--- src/rtl/pfl_pkg.sv ---
package pfl_pkg;
  localparam int unsigned AW        = 32;
  localparam int unsigned BASE_LSB  = 12;  // 4 KiB list alignment
  localparam int unsigned OBJ_LSB   = 5;   // 32-byte object alignment
  localparam int unsigned SUB_SHIFT = 3;   // 8 micro-frames per slot

  typedef enum logic [1:0] {
    ST_IDLE = 2'd0,
    ST_REQ  = 2'd1,
    ST_WAIT = 2'd2,
    ST_OUT  = 2'd3
  } fetch_st_e;

  typedef enum logic [1:0] {
    KIND_ISO  = 2'b00,
    KIND_QH   = 2'b01,
    KIND_SISO = 2'b10,
    KIND_FSPN = 2'b11
  } obj_kind_e;

  typedef struct packed {
    logic          empty;
    obj_kind_e     kind;
    logic [AW-1:0] addr;
    logic          unsupported;
  } link_info_t;
endpackage

--- src/rtl/pfl_frame_counter.sv ---
module pfl_frame_counter #(
  parameter int unsigned FIDX_W = 14
) (
  input  logic              clk,
  input  logic              rst_n,
  input  logic              step,
  output logic [FIDX_W-1:0] count
);
  always_ff @(posedge clk or negedge rst_n) begin
    if (!rst_n)    count <= '0;
    else if (step) count <= count + 1'b1;
  end
endmodule

--- src/rtl/pfl_slot_addr.sv ---
module pfl_slot_addr
  import pfl_pkg::*;
#(
  parameter int unsigned LIST_AW  = 10,
  parameter bit          PROG_LEN = 1'b1
) (
  input  logic [AW-1:BASE_LSB] base_hi,
  input  logic [1:0]           list_len,
  input  logic [LIST_AW-1:0]   slot_raw,
  output logic [AW-1:0]        addr
);
  localparam int unsigned PAD_W = BASE_LSB - LIST_AW - 2;

  logic [LIST_AW-1:0] slot_mask;
  logic [LIST_AW-1:0] slot;

  generate
    if (PROG_LEN) begin : g_prog
      always_comb begin
        case (list_len)
          2'b01:   slot_mask = {LIST_AW{1'b1}} >> 1;
          2'b10:   slot_mask = {LIST_AW{1'b1}} >> 2;
          default: slot_mask = {LIST_AW{1'b1}};
        endcase
      end
    end else begin : g_fixed
      logic unused_len;
      assign unused_len = ^list_len;
      assign slot_mask  = {LIST_AW{1'b1}};
    end
  endgenerate

  assign slot = slot_raw & slot_mask;
  assign addr = {base_hi, {PAD_W{1'b0}}, slot, 2'b00};
endmodule

--- src/rtl/pfl_ptr_decode.sv ---
module pfl_ptr_decode
  import pfl_pkg::*;
(
  input  logic [AW-1:0] ptr,
  output link_info_t    info
);
  logic unused_ptr;
  assign unused_ptr = ^ptr[OBJ_LSB-1:3];

  always_comb begin
    info.empty = ptr[0];
    if (ptr[0]) begin
      info.kind        = KIND_ISO;
      info.addr        = '0;
      info.unsupported = 1'b0;
    end else begin
      info.kind        = obj_kind_e'(ptr[2:1]);
      info.addr        = {ptr[AW-1:OBJ_LSB], {OBJ_LSB{1'b0}}};
      info.unsupported = (ptr[2:1] == KIND_FSPN);
    end
  end
endmodule

--- src/rtl/periodic_list_fetcher.sv ---
module periodic_list_fetcher
  import pfl_pkg::*;
#(
  parameter int unsigned FIDX_W   = 14,
  parameter int unsigned LIST_AW  = 10,
  parameter bit          PROG_LEN = 1'b1
) (
  input  logic              clk,
  input  logic              rst_n,
  input  logic              sched_en,
  input  logic [31:0]       list_base,
  input  logic [1:0]        list_len,
  input  logic              uframe_tick,
  output logic              rd_req_valid,
  input  logic              rd_req_ready,
  output logic [31:0]       rd_req_addr,
  input  logic              rd_rsp_valid,
  input  logic [31:0]       rd_rsp_data,
  output logic              item_valid,
  input  logic              item_ready,
  output logic              item_empty,
  output logic [1:0]        item_kind,
  output logic [31:0]       item_addr,
  output logic              item_unsupported,
  output logic              overrun,
  output logic [FIDX_W-1:0] frame_index
);
  fetch_st_e     state;
  logic [AW-1:0] req_addr_q;
  logic [AW-1:0] next_addr;
  link_info_t    info_q;
  link_info_t    info_d;
  logic          ovr_q;
  logic          unused_base_lo;

  assign unused_base_lo = ^list_base[BASE_LSB-1:0];

  pfl_frame_counter #(.FIDX_W(FIDX_W)) u_cnt (
    .clk   (clk),
    .rst_n (rst_n),
    .step  (uframe_tick),
    .count (frame_index)
  );

  pfl_slot_addr #(.LIST_AW(LIST_AW), .PROG_LEN(PROG_LEN)) u_addr (
    .base_hi  (list_base[AW-1:BASE_LSB]),
    .list_len (list_len),
    .slot_raw (frame_index[SUB_SHIFT +: LIST_AW]),
    .addr     (next_addr)
  );

  pfl_ptr_decode u_dec (
    .ptr  (rd_rsp_data),
    .info (info_d)
  );

  always_ff @(posedge clk or negedge rst_n) begin
    if (!rst_n) begin
      state      <= ST_IDLE;
      req_addr_q <= '0;
      info_q     <= '0;
      ovr_q      <= 1'b0;
    end else begin
      if (uframe_tick && state != ST_IDLE) ovr_q <= 1'b1;
      case (state)
        ST_IDLE: if (uframe_tick && sched_en) begin
          req_addr_q <= next_addr;
          state      <= ST_REQ;
        end
        ST_REQ:  if (rd_req_ready) state <= ST_WAIT;
        ST_WAIT: if (rd_rsp_valid) begin
          info_q <= info_d;
          state  <= sched_en ? ST_OUT : ST_IDLE;
        end
        ST_OUT:  if (item_ready || !sched_en) state <= ST_IDLE;
        default: state <= ST_IDLE;
      endcase
    end
  end

  assign rd_req_valid     = (state == ST_REQ);
  assign rd_req_addr      = req_addr_q;
  assign item_valid       = (state == ST_OUT) && sched_en;
  assign item_empty       = info_q.empty;
  assign item_kind        = info_q.kind;
  assign item_addr        = info_q.addr;
  assign item_unsupported = info_q.unsupported;
  assign overrun          = ovr_q;
endmodule

--- config.mk ---
export PLATFORM = sky130hd
export DESIGN_NAME = periodic_list_fetcher
export DESIGN_NICKNAME = d
export VERILOG_FILES = /design/src/rtl/pfl_pkg.sv /design/src/rtl/pfl_frame_counter.sv /design/src/rtl/pfl_slot_addr.sv /design/src/rtl/pfl_ptr_decode.sv /design/src/rtl/periodic_list_fetcher.sv
export SDC_FILE = /design/constraint.sdc
export NUM_CORES = 1
export LEC_CHECK = 0
export BUFFER_PORTS_ARGS = -buffer_cell sky130_fd_sc_hd__buf_4
export CORE_MARGIN = 10
export CORE_UTILIZATION = 47
export CTS_CLUSTER_DIAMETER = 30
export DETAILED_ROUTE_END_ITERATION = 10
export PLACE_DENSITY = 0.76
export SKIP_CTS_REPAIR_TIMING = 1
export SLEW_MARGIN = 10
export SYNTH_ARGS = -nofsm -noshare
export SYNTH_HDL_FRONTEND = slang
export SYNTH_SLANG_ARGS = --single-unit
--- constraint.sdc ---
create_clock -name clk -period 2 [get_ports clk]
set_input_delay 0.3 -clock clk [delete_from_list [all_inputs] [get_ports clk]]
set_output_delay 0.3 -clock clk [all_outputs]
set_load 0.05 [all_outputs]
==> results.py <==
metrics = {
    "placed_design": {
        "place_congestion": 0.731,
        "place.port_buffers": 136,
        "hpwl_mm": 6.26,
    },
    "die": {
        "start_util_pct": 48.1,
        "die-width_um": 106,
        "rows": 31,
        "dieHeight_um": 106,
        "core_mm2": 0.00721,
        "die-area_mm2": 0.0112,
        "ios": 158,
    },
    "run_status": {
        "outcome": "finished, final reports clean",
    },
    "timing": {
        "period_share_pct": 81.0,
        "slew_viol_final": 0,
        "skew_ns": 0.0129,
        "finalSetupTns_ns": 0,
        "hold_viol": 0,
        "rsz0062_at_grt": "no",
        "fmax_ghz": 0.618,
        "finalSetupViolations": 0,
        "period_needed_ns": 1.62,
    },
    "job": {
        "maxCapViolCount": 0,
    },
    "worst_setup_path": {
        "worst_setup_path_start_kind": "flip-flop",
        "cp-startpoint": "state[0]$_DFFE_PN0P_",
        "path_max_fanout": 8,
        "r2r_start": "state[0]$_DFFE_PN0P_",
        "cp.arrival_ns": 1.32,
        "cp-end-kind": "output port",
        "crit_required_ns": 1.70,
        "crit_type": "flip-flop to output port",
    },
    "synth": {
        "synth_common_cells": "dfrtp_1, nand2_1, nand2b_1, o21ai_0, mux2_4",
        "synth_warnings": 0,
        "synth_top_flop_cell": "dfrtp_1",
        "synthMuxAreaShare_pct": 13.1,
        "yosysTopAreaCell": "dfrtp_1",
        "yosys-top-cells-area": "dfrtp_1, mux2_4, nand2b_1",
        "ys_ff_latch": 78,
        "syn_area_per_cell_um2": 12.1,
        "post-synth-top-count-cell": "dfrtp_1",
        "synth_edf_count": 0,
        "ys_seq_area_share_pct": 56.2,
        "synth_top_family_by_area": "simple AND/OR/NAND/NOR gates",
        "synth_xor_area_share_pct": 3.28,
        "synth_compound_area_share_pct": 5.58,
        "netlist_area_mm2": 0.00347,
        "synthAdderAreaFrac_pct": 0.720,
        "synthCells": 287,
        "synth_cell_type_count": 34,
        "synthArstFlopShare_pct": 100,
        "synth_top_area_share_pct": 56.2,
        "yosys.area_share.simple_pct": 13.5,
    },
    "hold_path": {
        "holdCritStartpoint": "list_base[22]",
        "min_path_type": "input pin to flip-flop",
    },
    "grt": {
        "antenna_found_initial": 0,
        "grt_max_degree": 43,
        "grt_usage_pct": 14.4,
        "grt_pass1_vias": 2669,
        "gr-total-overflow": 0,
        "grt_first_pass_wirelength_mm": 13.3,
    },
    "clock_network": {
        "cts-root-buf": "clkbuf_8",
        "clock-sinks": 78,
        "clk_pin_slew_ns": 0.08,
        "clockBufferDepth": 2,
        "clk_latency_ns": 0.34,
        "tritoncts": "built",
        "ctsHtreeMaxLevel": 3,
        "cts_buffers": 9,
    },
    "detailed_routing": {
        "avgRoutedWirePerCell_um": 15.7,
        "vias": 2466,
        "drt_iter0_drc": 77,
        "postRouteAntennaNets": 0,
        "dr.pass1.iters": 4,
        "vias_per_cell": 4.76,
        "drt-total-wl_mm": 8.15,
        "drc": 0,
    },
    "layout": {
        "drive_gt1_share_pct": 45.1,
        "synthToLayoutAreaGrowth_pct": 34.8,
        "antennaDiodeCount": 0,
        "multi_input_area_mm2": 0.00130,
        "final-seq-area_mm2": 0.00195,
        "layout.nets": 489,
        "fill_cells": 591,
    },
    "power_and_ir_drop": {
        "ir_worst_vdd_mv": 0.925,
        "power_w": 0.00794,
        "leakagePower_nw": 2.36,
        "p_per_area_mw_per_mm2": 1700,
    },
}
[per-stage QoR]
stage | cell area [µm²] | utilization, % | hold slack, ns | instances | worst slack [ns]
after floorplan | 3500 | - | 0.00441 | 293 | 0.441
after global placement | 4470 | 62.0 | 0.300 | 501 | 0.408
after detailed placement | 4470 | 62.0 | 0.305 | 501 | 0.385
after CTS | 4670 | 64.8 | -0.0712 | 517 | 0.378
after global routing | 4680 | 64.9 | 0.166 | 518 | 0.301
final | 4680 | 64.9 | 0.186 | 518 | 0.381
[final timing paths]
path                                          endpoint  slack (ns)  depth (start not counted)
max in group asynchronous   u_cnt.count[4]$_DFFE_PN0P_        0.95                          3
min                        rd_req_addr[22]$_DFFE_PN0P_        0.19                          2
max reg2reg                rd_req_addr[15]$_DFFE_PN0P_        0.39                          3
min in group asynchronous    item_addr[29]$_DFFE_PN0P_        0.47                          2
min reg2reg                        overrun$_DFFE_PN0P_        0.48                          1
max                                       rd_req_valid        0.38                          2
[critical path, stage by stage (launching register included)]
cell,delay [ns]
dfrtp_1,0.52
nor2b_1,0.24
buf_4,0.23
[metal layers]
metal | track usage [%] | part of all wire [%] | vias to the layer above
li1 | - | - | 1188
met1 | 16.6 | 41 | 1171
met2 | 22.1 | 46 | 99
met3 | 8.09 | 12 | 8
met4 | 5.03 | 1.2 | 0
met5 | 0 | 0 | -
[placed cells by master, fill, tap and decap left out, types with 2 or more instances in the layout]
cell	count
o31ai_1	2
nand2_1	37
clkinvlp_4	2
ha_1	2
nand3b_1	2
clkbuf_8	10
buf_4	138
o21ai_0	29
nand4_1	5
and3_1	2
nor2_1	2
buf_12	2
mux2_4	26
inv_1	6
mux2_2	5
nor3_1	4
conb_1	7
xor2_1	8
dfrtp_1	78
xnor2_1	5
nand2b_1	29
o21ai_1	2
[state kept, by name, summed over array words and instances (netlist names)]
name	cells
item_addr	27
state	2
u_cnt.count	14
overrun	1
item_kind	2
item_unsupported	1
item_empty	1
rd_req_addr	30
[report_power, final]
part,internal [W],leakage (nW),switching [W]
Combinational,0.00139,1.28,0.00278
Clock,0.000612,0.0955,0.000575
Sequential,0.00215,0.984,0.000430
Total,0.00415,2.36,0.00379
[final cells by class]
| class | count | share of cell area [%] |
|---|---|---|
| sequential | 78 | 41.7 |
| multi-input combinational | 178 | 27.7 |
| timing repair buffer | 141 | 23.2 |
| clock buffer | 11 | 3.02 |
| tap | 99 | 2.64 |
| clock inverter | 5 | 1.26 |
| inverter | 6 | 0.481 |
[cells by family after synthesis]
| group | after synthesis |
|---|---|
| simple gates | 88 |
| flops | 78 |
| buf+inv | 37 |
| compound gates | 36 |
| mux | 32 |
| xor+xnor | 13 |
| fa+ha+maj | 2 |
| other cells | 1 |
Note: power is estimated with default switching activity, not from simulation.
